==> config.mk <==
export PLATFORM = sky130hd
export DESIGN_NAME = audio_ctl_hub
export DESIGN_NICKNAME = d
export VERILOG_FILES = /design/src/rtl/audio_hub_pkg.sv /design/src/rtl/hub_decode.sv /design/src/rtl/hub_events.sv /design/src/rtl/hub_irq.sv /design/src/rtl/audio_ctl_hub.sv
export SDC_FILE = /design/constraint.sdc
export NUM_CORES = 1
export LEC_CHECK = 0
export CORE_AREA = 5 5 69 87
export CTS_BUF_LIST = sky130_fd_sc_hd__clkbuf_4
export DETAILED_ROUTE_END_ITERATION = 16
export DIE_AREA = 0 0 74 92
export PLACE_DENSITY = 0.9
export SLEW_MARGIN = 20
export SYNTH_ARGS = -nofsm -noshare
export SYNTH_HDL_FRONTEND = slang
export SYNTH_HIERARCHICAL = 1
export SYNTH_SLANG_ARGS = --single-unit
export TNS_END_PERCENT = 20
==> constraint.sdc <==
create_clock -name clk -period 2.23 [get_ports clk]
set_input_delay 0.446 -clock clk [delete_from_list [all_inputs] [get_ports clk]]
set_output_delay 0.446 -clock clk [all_outputs]
set_load 0.005 [all_outputs]
==> src/rtl/audio_hub_pkg.sv <==
package audio_hub_pkg;
  typedef enum logic [1:0] {RG_WIN, RG_STAT, RG_FRAME, RG_NONE} region_e;
  typedef struct packed {
    region_e     region;
    logic [2:0]  win;
    logic [1:0]  ofs;
  } dec_t;
endpackage

==> src/rtl/hub_decode.sv <==
module hub_decode
  import audio_hub_pkg::*;
#(
  parameter int ADDR_W   = 16,
  parameter int BASE     = 'h4000,
  parameter int NUM_WIN  = 5,
  parameter int STAT_OFS = 'h15,
  parameter int FRM_OFS  = 'h17
) (
  input  logic [ADDR_W-1:0] addr,
  output dec_t              dec
);
  localparam logic [ADDR_W-1:0] BASE_A = ADDR_W'(BASE);
  localparam logic [ADDR_W-1:0] SPAN   = ADDR_W'(NUM_WIN * 4);
  localparam logic [ADDR_W-1:0] STAT_A = ADDR_W'(BASE + STAT_OFS);
  localparam logic [ADDR_W-1:0] FRM_A  = ADDR_W'(BASE + FRM_OFS);

  logic [ADDR_W-1:0] rel;

  always_comb begin
    rel        = addr - BASE_A;
    dec.win    = rel[4:2];
    dec.ofs    = rel[1:0];
    if (addr >= BASE_A && rel < SPAN) dec.region = RG_WIN;
    else if (addr == STAT_A)          dec.region = RG_STAT;
    else if (addr == FRM_A)           dec.region = RG_FRAME;
    else                              dec.region = RG_NONE;
  end
endmodule

==> src/rtl/hub_events.sv <==
module hub_events #(
  parameter int NUM_LEN = 4,
  parameter int NUM_ENV = 3,
  parameter int NUM_SWP = 2,
  parameter int NUM_TMR = 4
) (
  input  logic               clk,
  input  logic               rst,
  input  logic               ev_envlin,
  input  logic               ev_lensweep,
  input  logic               imm_len,
  input  logic               unit_tick,
  output logic [NUM_ENV-1:0] env_clk,
  output logic               lin_clk,
  output logic [NUM_LEN-1:0] len_clk,
  output logic [NUM_SWP-1:0] sweep_clk,
  output logic [NUM_TMR-1:0] tmr_tick,
  output logic [1:0]         tri_ticks
);
  always_ff @(posedge clk) begin
    if (rst) begin
      env_clk   <= '0;
      lin_clk   <= 1'b0;
      len_clk   <= '0;
      sweep_clk <= '0;
      tmr_tick  <= '0;
      tri_ticks <= '0;
    end else begin
      env_clk   <= {NUM_ENV{ev_envlin}};
      lin_clk   <= ev_envlin;
      len_clk   <= {NUM_LEN{ev_lensweep | imm_len}};
      sweep_clk <= {NUM_SWP{ev_lensweep}};
      tmr_tick  <= {NUM_TMR{unit_tick}};
      tri_ticks <= unit_tick ? 2'd2 : 2'd0;
    end
  end
endmodule

==> src/rtl/hub_irq.sv <==
module hub_irq (
  input  logic clk,
  input  logic rst,
  input  logic ev_irq,
  input  logic irq_flag,
  output logic irq_req
);
  always_ff @(posedge clk) begin
    if (rst)         irq_req <= 1'b0;
    else if (ev_irq) irq_req <= 1'b1;
    else if (!irq_flag) irq_req <= 1'b0;
  end
endmodule

==> src/rtl/audio_ctl_hub.sv <==
module audio_ctl_hub
  import audio_hub_pkg::*;
#(
  parameter int ADDR_W  = 16,
  parameter int DATA_W  = 8,
  parameter int NUM_WIN = 5,
  parameter int NUM_LEN = 4
) (
  input  logic                      clk,
  input  logic                      rst,
  input  logic                      bus_wr,
  input  logic                      bus_rd,
  input  logic [ADDR_W-1:0]         bus_addr,
  input  logic [DATA_W-1:0]         bus_wdata,
  output logic [DATA_W-1:0]         bus_rdata,
  output logic                      bad_acc,
  output logic [NUM_WIN-1:0]        win_wr,
  output logic [NUM_WIN-1:0]        win_rd,
  output logic [1:0]                win_ofs,
  output logic [DATA_W-1:0]         win_wdata,
  input  logic [NUM_WIN*DATA_W-1:0] win_rdata,
  output logic [NUM_LEN-1:0]        len_en,
  output logic                      samp_en,
  input  logic [NUM_LEN-1:0]        len_active,
  input  logic                      samp_active,
  output logic                      frm_wr,
  output logic [DATA_W-1:0]         frm_wdata,
  input  logic [DATA_W-1:0]         frm_value,
  input  logic                      frm_irq_flag,
  input  logic                      ev_envlin,
  input  logic                      ev_lensweep,
  input  logic                      ev_irq,
  input  logic                      unit_tick,
  output logic [2:0]                env_clk,
  output logic                      lin_clk,
  output logic [NUM_LEN-1:0]        len_clk,
  output logic [1:0]                sweep_clk,
  output logic [3:0]                tmr_tick,
  output logic [1:0]                tri_ticks,
  output logic                      irq_req
);
  localparam int SLOTS = 8;

  dec_t              dec;
  logic [DATA_W-1:0] rd_arr [SLOTS];
  logic [DATA_W-1:0] stat_byte;
  logic [DATA_W-1:0] rd_sel;
  logic              imm_len;

  hub_decode #(.ADDR_W(ADDR_W), .NUM_WIN(NUM_WIN)) u_dec (
    .addr (bus_addr),
    .dec  (dec)
  );

  for (genvar i = 0; i < SLOTS; i++) begin : g_rd
    if (i < NUM_WIN) begin : g_live
      assign rd_arr[i] = win_rdata[i*DATA_W +: DATA_W];
    end else begin : g_pad
      assign rd_arr[i] = '0;
    end
  end

  for (genvar i = 0; i < NUM_WIN; i++) begin : g_win
    assign win_wr[i] = bus_wr && dec.region == RG_WIN && dec.win == 3'(i);
    assign win_rd[i] = bus_rd && dec.region == RG_WIN && dec.win == 3'(i);
  end

  assign win_ofs   = dec.ofs;
  assign win_wdata = bus_wdata;
  assign frm_wr    = bus_wr && dec.region == RG_FRAME;
  assign frm_wdata = bus_wdata;
  assign imm_len   = frm_wr && bus_wdata[DATA_W-1];

  always_comb begin
    stat_byte = '0;
    stat_byte[NUM_LEN-1:0] = len_active;
    stat_byte[4] = samp_active;
    stat_byte[6] = frm_irq_flag;
    case (dec.region)
      RG_WIN:   rd_sel = rd_arr[dec.win];
      RG_STAT:  rd_sel = stat_byte;
      RG_FRAME: rd_sel = frm_value;
      default:  rd_sel = '0;
    endcase
  end

  always_ff @(posedge clk) begin
    if (rst) begin
      bus_rdata <= '0;
      bad_acc   <= 1'b0;
      len_en    <= '0;
      samp_en   <= 1'b0;
    end else begin
      bad_acc <= (bus_wr || bus_rd) && dec.region == RG_NONE;
      if (bus_rd) bus_rdata <= rd_sel;
      if (bus_wr && dec.region == RG_STAT) begin
        len_en  <= bus_wdata[NUM_LEN-1:0];
        samp_en <= bus_wdata[4];
      end
    end
  end

  hub_events #(.NUM_LEN(NUM_LEN)) u_ev (
    .clk         (clk),
    .rst         (rst),
    .ev_envlin   (ev_envlin),
    .ev_lensweep (ev_lensweep),
    .imm_len     (imm_len),
    .unit_tick   (unit_tick),
    .env_clk     (env_clk),
    .lin_clk     (lin_clk),
    .len_clk     (len_clk),
    .sweep_clk   (sweep_clk),
    .tmr_tick    (tmr_tick),
    .tri_ticks   (tri_ticks)
  );

  hub_irq u_irq (
    .clk      (clk),
    .rst      (rst),
    .ev_irq   (ev_irq),
    .irq_flag (frm_irq_flag),
    .irq_req  (irq_req)
  );
endmodule

---- Word level (Yosys, flattened, before mapping) ----
Cells that the tools add are included.
storage, ports and cells
  flip-flop bits (word level) ............. 22
  bits of input ports ..................... 86
  output and inout bits ................... 60
cells by class
  add/subtract/negate cells ............... 1
  $lt $le $gt $ge ......................... 3
  eq/ne operators ......................... 10
  multiplexer cells ....................... 10
  bitwise logic cells ..................... 2
  reduce and logical (&&, ||, !) cells .... 20
operator list
  operator                                                                        number
  16-bit by 15-bit == test with 1-bit output (second input constant)              2
  8-bit binary-select mux with 3-bit select                                       1
  8-bit case mux with 3 select lines                                              1
  1-bit logical AND                                                               17
  16-bit by 15-bit >= comparator with 1-bit output (second input constant)        1
  16-bit by 5-bit less-than comparator with 1-bit output (second input constant)  1
  8-bit 2-to-1 mux                                                                2
  16-bit by 15-bit subtractor with 16-bit output (second input constant)          1
  3-bit by 2-bit == test with 1-bit output (second input constant)                2
  2-bit 2-to-1 mux                                                                3
  2-bit == test (second input constant)                                           2
  4-bit >= comparator (second input constant)                                     1
  3-bit NOT with 4-bit output                                                     1
  3-bit by 1-bit == test with 1-bit output (second input constant)                1
  3-bit == test (second input constant)                                           1
  3-bit logical NOT                                                               1
  1-bit 2-to-1 mux                                                                3
  2-bit by 1-bit == test with 1-bit output (second input constant)                1
  2-bit logical NOT                                                               1
  2-bit by 1-bit != test with 1-bit output (second input constant)                1
  1-bit logical OR                                                                1
  1-bit bitwise OR                                                                1

---- Logic depth before layout (Yosys ltp) ----
  depth after elaboration ................. 8
  mapped depth ............................ 8
  gate-level depth less buffers ........... 7

---- Modules after synthesis ----
Netlist, hierarchy kept.
by module, submodules not included
  module         times used  cells an instance  area each (µm²)
  audio_ctl_hub  1           150                1161.1
  hub_events     1           21                 202.7
  hub_decode     1           16                 121.4
  hub_irq        1           3                  28.8

---- Worst setup path before layout ----
No wires, ideal clock.
  path kind ............................... input to output
  from .................................... input port bus_addr[8]
  to ...................................... output port win_wr[4]
  data arrival time ....................... 1.617 ns
  path slack .............................. 0.167 ns
  stages on the path ...................... 7
  path buffers ............................ 1
  cell sequence ........................... nor4b_2 -> nand3_1 -> a21o_1 -> nor2_1 -> and3_1 -> buf_4 -> and2_1
RTL lines
  element             RTL line             text
  start: declaration  audio_ctl_hub.sv:13  input logic [ADDR_W-1:0] bus_addr,
  end: declaration    audio_ctl_hub.sv:17  output logic [NUM_WIN-1:0] win_wr,

==> impl_metrics.tcl <==
set metrics [dict create \
    vias_per_cell 4.86 \
    crit_fanout 4 \
    crit_family "simple AND/OR/NAND/NOR gates" \
    setup_slack_ns -0.0777 \
    post-route-util_pct 60.4 \
    drive_gt1_share_pct 29.8 \
    routedWlPerCell_um 15.7 \
    clk_pin_slew_ns 0.10 \
    crit_required_ns 1.78 \
    die_h_um 92 \
    slew_viol_final 0 \
    gp_congestion 0.766 \
    num_rows 29 \
    path_class "primary input to primary output" \
    crit_path_end_kind "primary output" \
    power_density_nw_per_um2 272 \
    setup_viol 12 \
    cts_tree "built" \
    hold_class "flop to flop" \
    n_antenna_cell 0 \
    syn-num-nets 276 \
    maxCapViolations 0 \
    cts-root-buf "clkbuf_4" \
    synthArstFlopShare_pct 0 \
    crit_chain "buf_6, nor4b_4, nand3_2, a21o_4, nor3_4, nand2_2, buf_6, nor3_2, buf_2" \
    start_kind "primary input" \
    cts_buffer_depth 2 \
    fin_skew_ns 0 \
    synth_seq_area_share_pct 25.1 \
    synth.avg_cell_area_um2 7.97 \
    wl_mm 6.03 \
    routed-via-count 1867 \
    syn-instance-count 190 \
    final.fill_count 438 \
    max_freq_mhz 433 \
    grt_overflow 0 \
    crit_buf_inv 3 \
    cp_common_cell "buf_6" \
    crit_path_top_delay_cell "nor4b_4" \
    syn-cell-area_um2 1510 \
    synth_seq_cells 19 \
    track_usage_pct 16.6 \
    postRouteAntennaNets 0 \
    die_w_um 74 \
    worstSkewPairLatency_ns 0.30 \
    vdd_ir_drop_max_mv 0.162 \
    grt_max_degree 24 \
    hold_viol 0 \
    hpwl_mm 4.79 \
    period_share_pct 103 \
    grt_pass1_vias 1923 \
    period_needed_ns 2.31 \
    drc_errors 0 \
    htree_num_levels 1 \
    critPathMaxStageDelay_ns 0.27 \
    synth_edf_count 0 \
    nNetsFinal 409 \
    synthFlopType "dfxtp_1" \
    antenna_found_initial 0 \
    run_status "finished with violations" \
    placed_cells 361 \
    whs_ns 0.459 \
    start_util_pct 30.0 \
    finalNonFillerCells 384 \
    arrival_ns 1.86 \
    drt_iter0_markers 71 \
    ios 146 \
    port_buffers 138 \
    core_area_um2 5040 \
    syn_to_final_growth_pct 101 \
    cts_buffers 3 \
    setup_tns_ns -0.334 \
    violations "negative setup slack" \
    first_pass_iters 6 \
    yosys_warnings 6 \
    rsz0062_at_grt "true" \
    yosysUniqueCellTypes 37 \
    leakagePower_nw 1.19 \
    clock_sinks 19 \
    floorplan.die_area_um2 6810 \
    grt_pass1_wl_mm 8.98 \
    dp_slack_ns -0.785 \
]
## Yosys cell counts, drive strengths merged (5+ instances only)
master / instances / area, um2
buf: 40 / 307
dfxtp: 19 / 380
nor2: 17 / 63.8
a21oi: 16 / 80.1
nand2: 14 / 52.6
mux2i: 9 / 90.1
o21ai: 9 / 45.0
a222oi: 7 / 70.1
a31oi: 7 / 43.8
mux2: 7 / 78.8
nand3: 6 / 30.0
nor2b: 6 / 37.5
nor3: 5 / 25.0
## stage by stage
step | cell area [um2] | power, W
2_1_floorplan | 1510 | 0.000465
3_3_place_gp | 2770 | 0.000647
3_5_place_dp | 2770 | 0.000653
4_1_cts | 2940 | 0.000830
5_1_grt | 3050 | 0.000874
6_report | 3050 | 0.000828
## sequential cells by signal, summed over array words and instances (netlist names)
signal,cells
u_irq/irq_req,1
samp_en,1
bad_acc,1
u_ev/tri_ticks,1
u_ev/sweep_clk,1
bus_rdata,8
u_ev/lin_clk,1
len_en,4
u_ev/len_clk,1
## final cells by class
class	count	area, um2	area share, %
multi-input combinational	126	963	31.6
clock buffer	3	22.5	0.740
timing repair buffer	172	1590	52.3
inverter	1	3.75	0.123
sequential	19	380	12.5
clock inverter	1	5.00	0.164
tap	62	77.6	2.55
## cell families after synthesis
| family | count (synthesis) | share of synthesized area [%] |
|---|---|---|
| AO/OA/AOI/OAI | 44 | 18.5 |
| buffers and inverters | 45 | 21.8 |
| flip-flops | 19 | 25.1 |
| multiplexers | 16 | 11.2 |
| other | 1 | 0.248 |
| AND/OR/NAND/NOR | 65 | 23.1 |
## per-layer routing
metal / track usage, % / up-vias / wire length [um]
li1: - / 914 / -
met1: 17.7 / 841 / 2140
met2: 30.8 / 103 / 3140
met3: 3.72 / 9 / 638
met4: 5.89 / 0 / 103
met5: 0 / - / 0
## final timing paths
kind / from / end / slack, ns / depth (start not counted)
worst max-delay path: bus_addr[10] / win_wr[0] / -0.08 / 9
worst max register to register: bus_rdata[0]$_SDFFE_PP0P_ / bus_rdata[0]$_SDFFE_PP0P_ / 1.31 / 2
worst min-delay path: len_en[0]$_SDFFE_PP0P_ / len_en[0]$_SDFFE_PP0P_ / 0.46 / 2
worst min register to register: len_en[0]$_SDFFE_PP0P_ / len_en[0]$_SDFFE_PP0P_ / 0.46 / 2
## layout by cell type (no fill, tap or decap), drive strengths merged, types with 3 or more instances in the layout
| master | instances |
|---|---|
| nor2b | 6 |
| dlygate4sd2 | 3 |
| buf | 53 |
| a21oi | 16 |
| nor3 | 5 |
| clkdlybuf4s50 | 111 |
| clkdlybuf4s15 | 4 |
| nand2 | 14 |
| nand3 | 6 |
| clkbuf | 4 |
| mux2 | 7 |
| a31oi | 7 |
| and3 | 3 |
| nor2 | 17 |
| o21ai | 9 |
| and2 | 3 |
| a222oi | 7 |
| mux2i | 9 |
| dfxtp | 19 |
## worst reg2reg max path: stages, from the launching register on
cell and delay [ns]:
dfxtp_1 0.34, a222oi_1 0.33, a31oi_1 0.13
## report_power, final
group          total (W)  internal (W)  switching, W  leakage, nW
logic           0.000301      0.000208     0.0000926         1.02
clock network   0.000177     0.0000670      0.000110       0.0177
registers       0.000350      0.000346    0.00000422        0.155
## what timing repair did
item,in CTS,in global routing
endpoints found under the setup margin,11,18
cloned,0,0
setup buffers,19,1
resized for setup,115,23
pin swaps,25,9
hold buffers,0,0
Note: power is estimated with default switching activity, not from simulation.
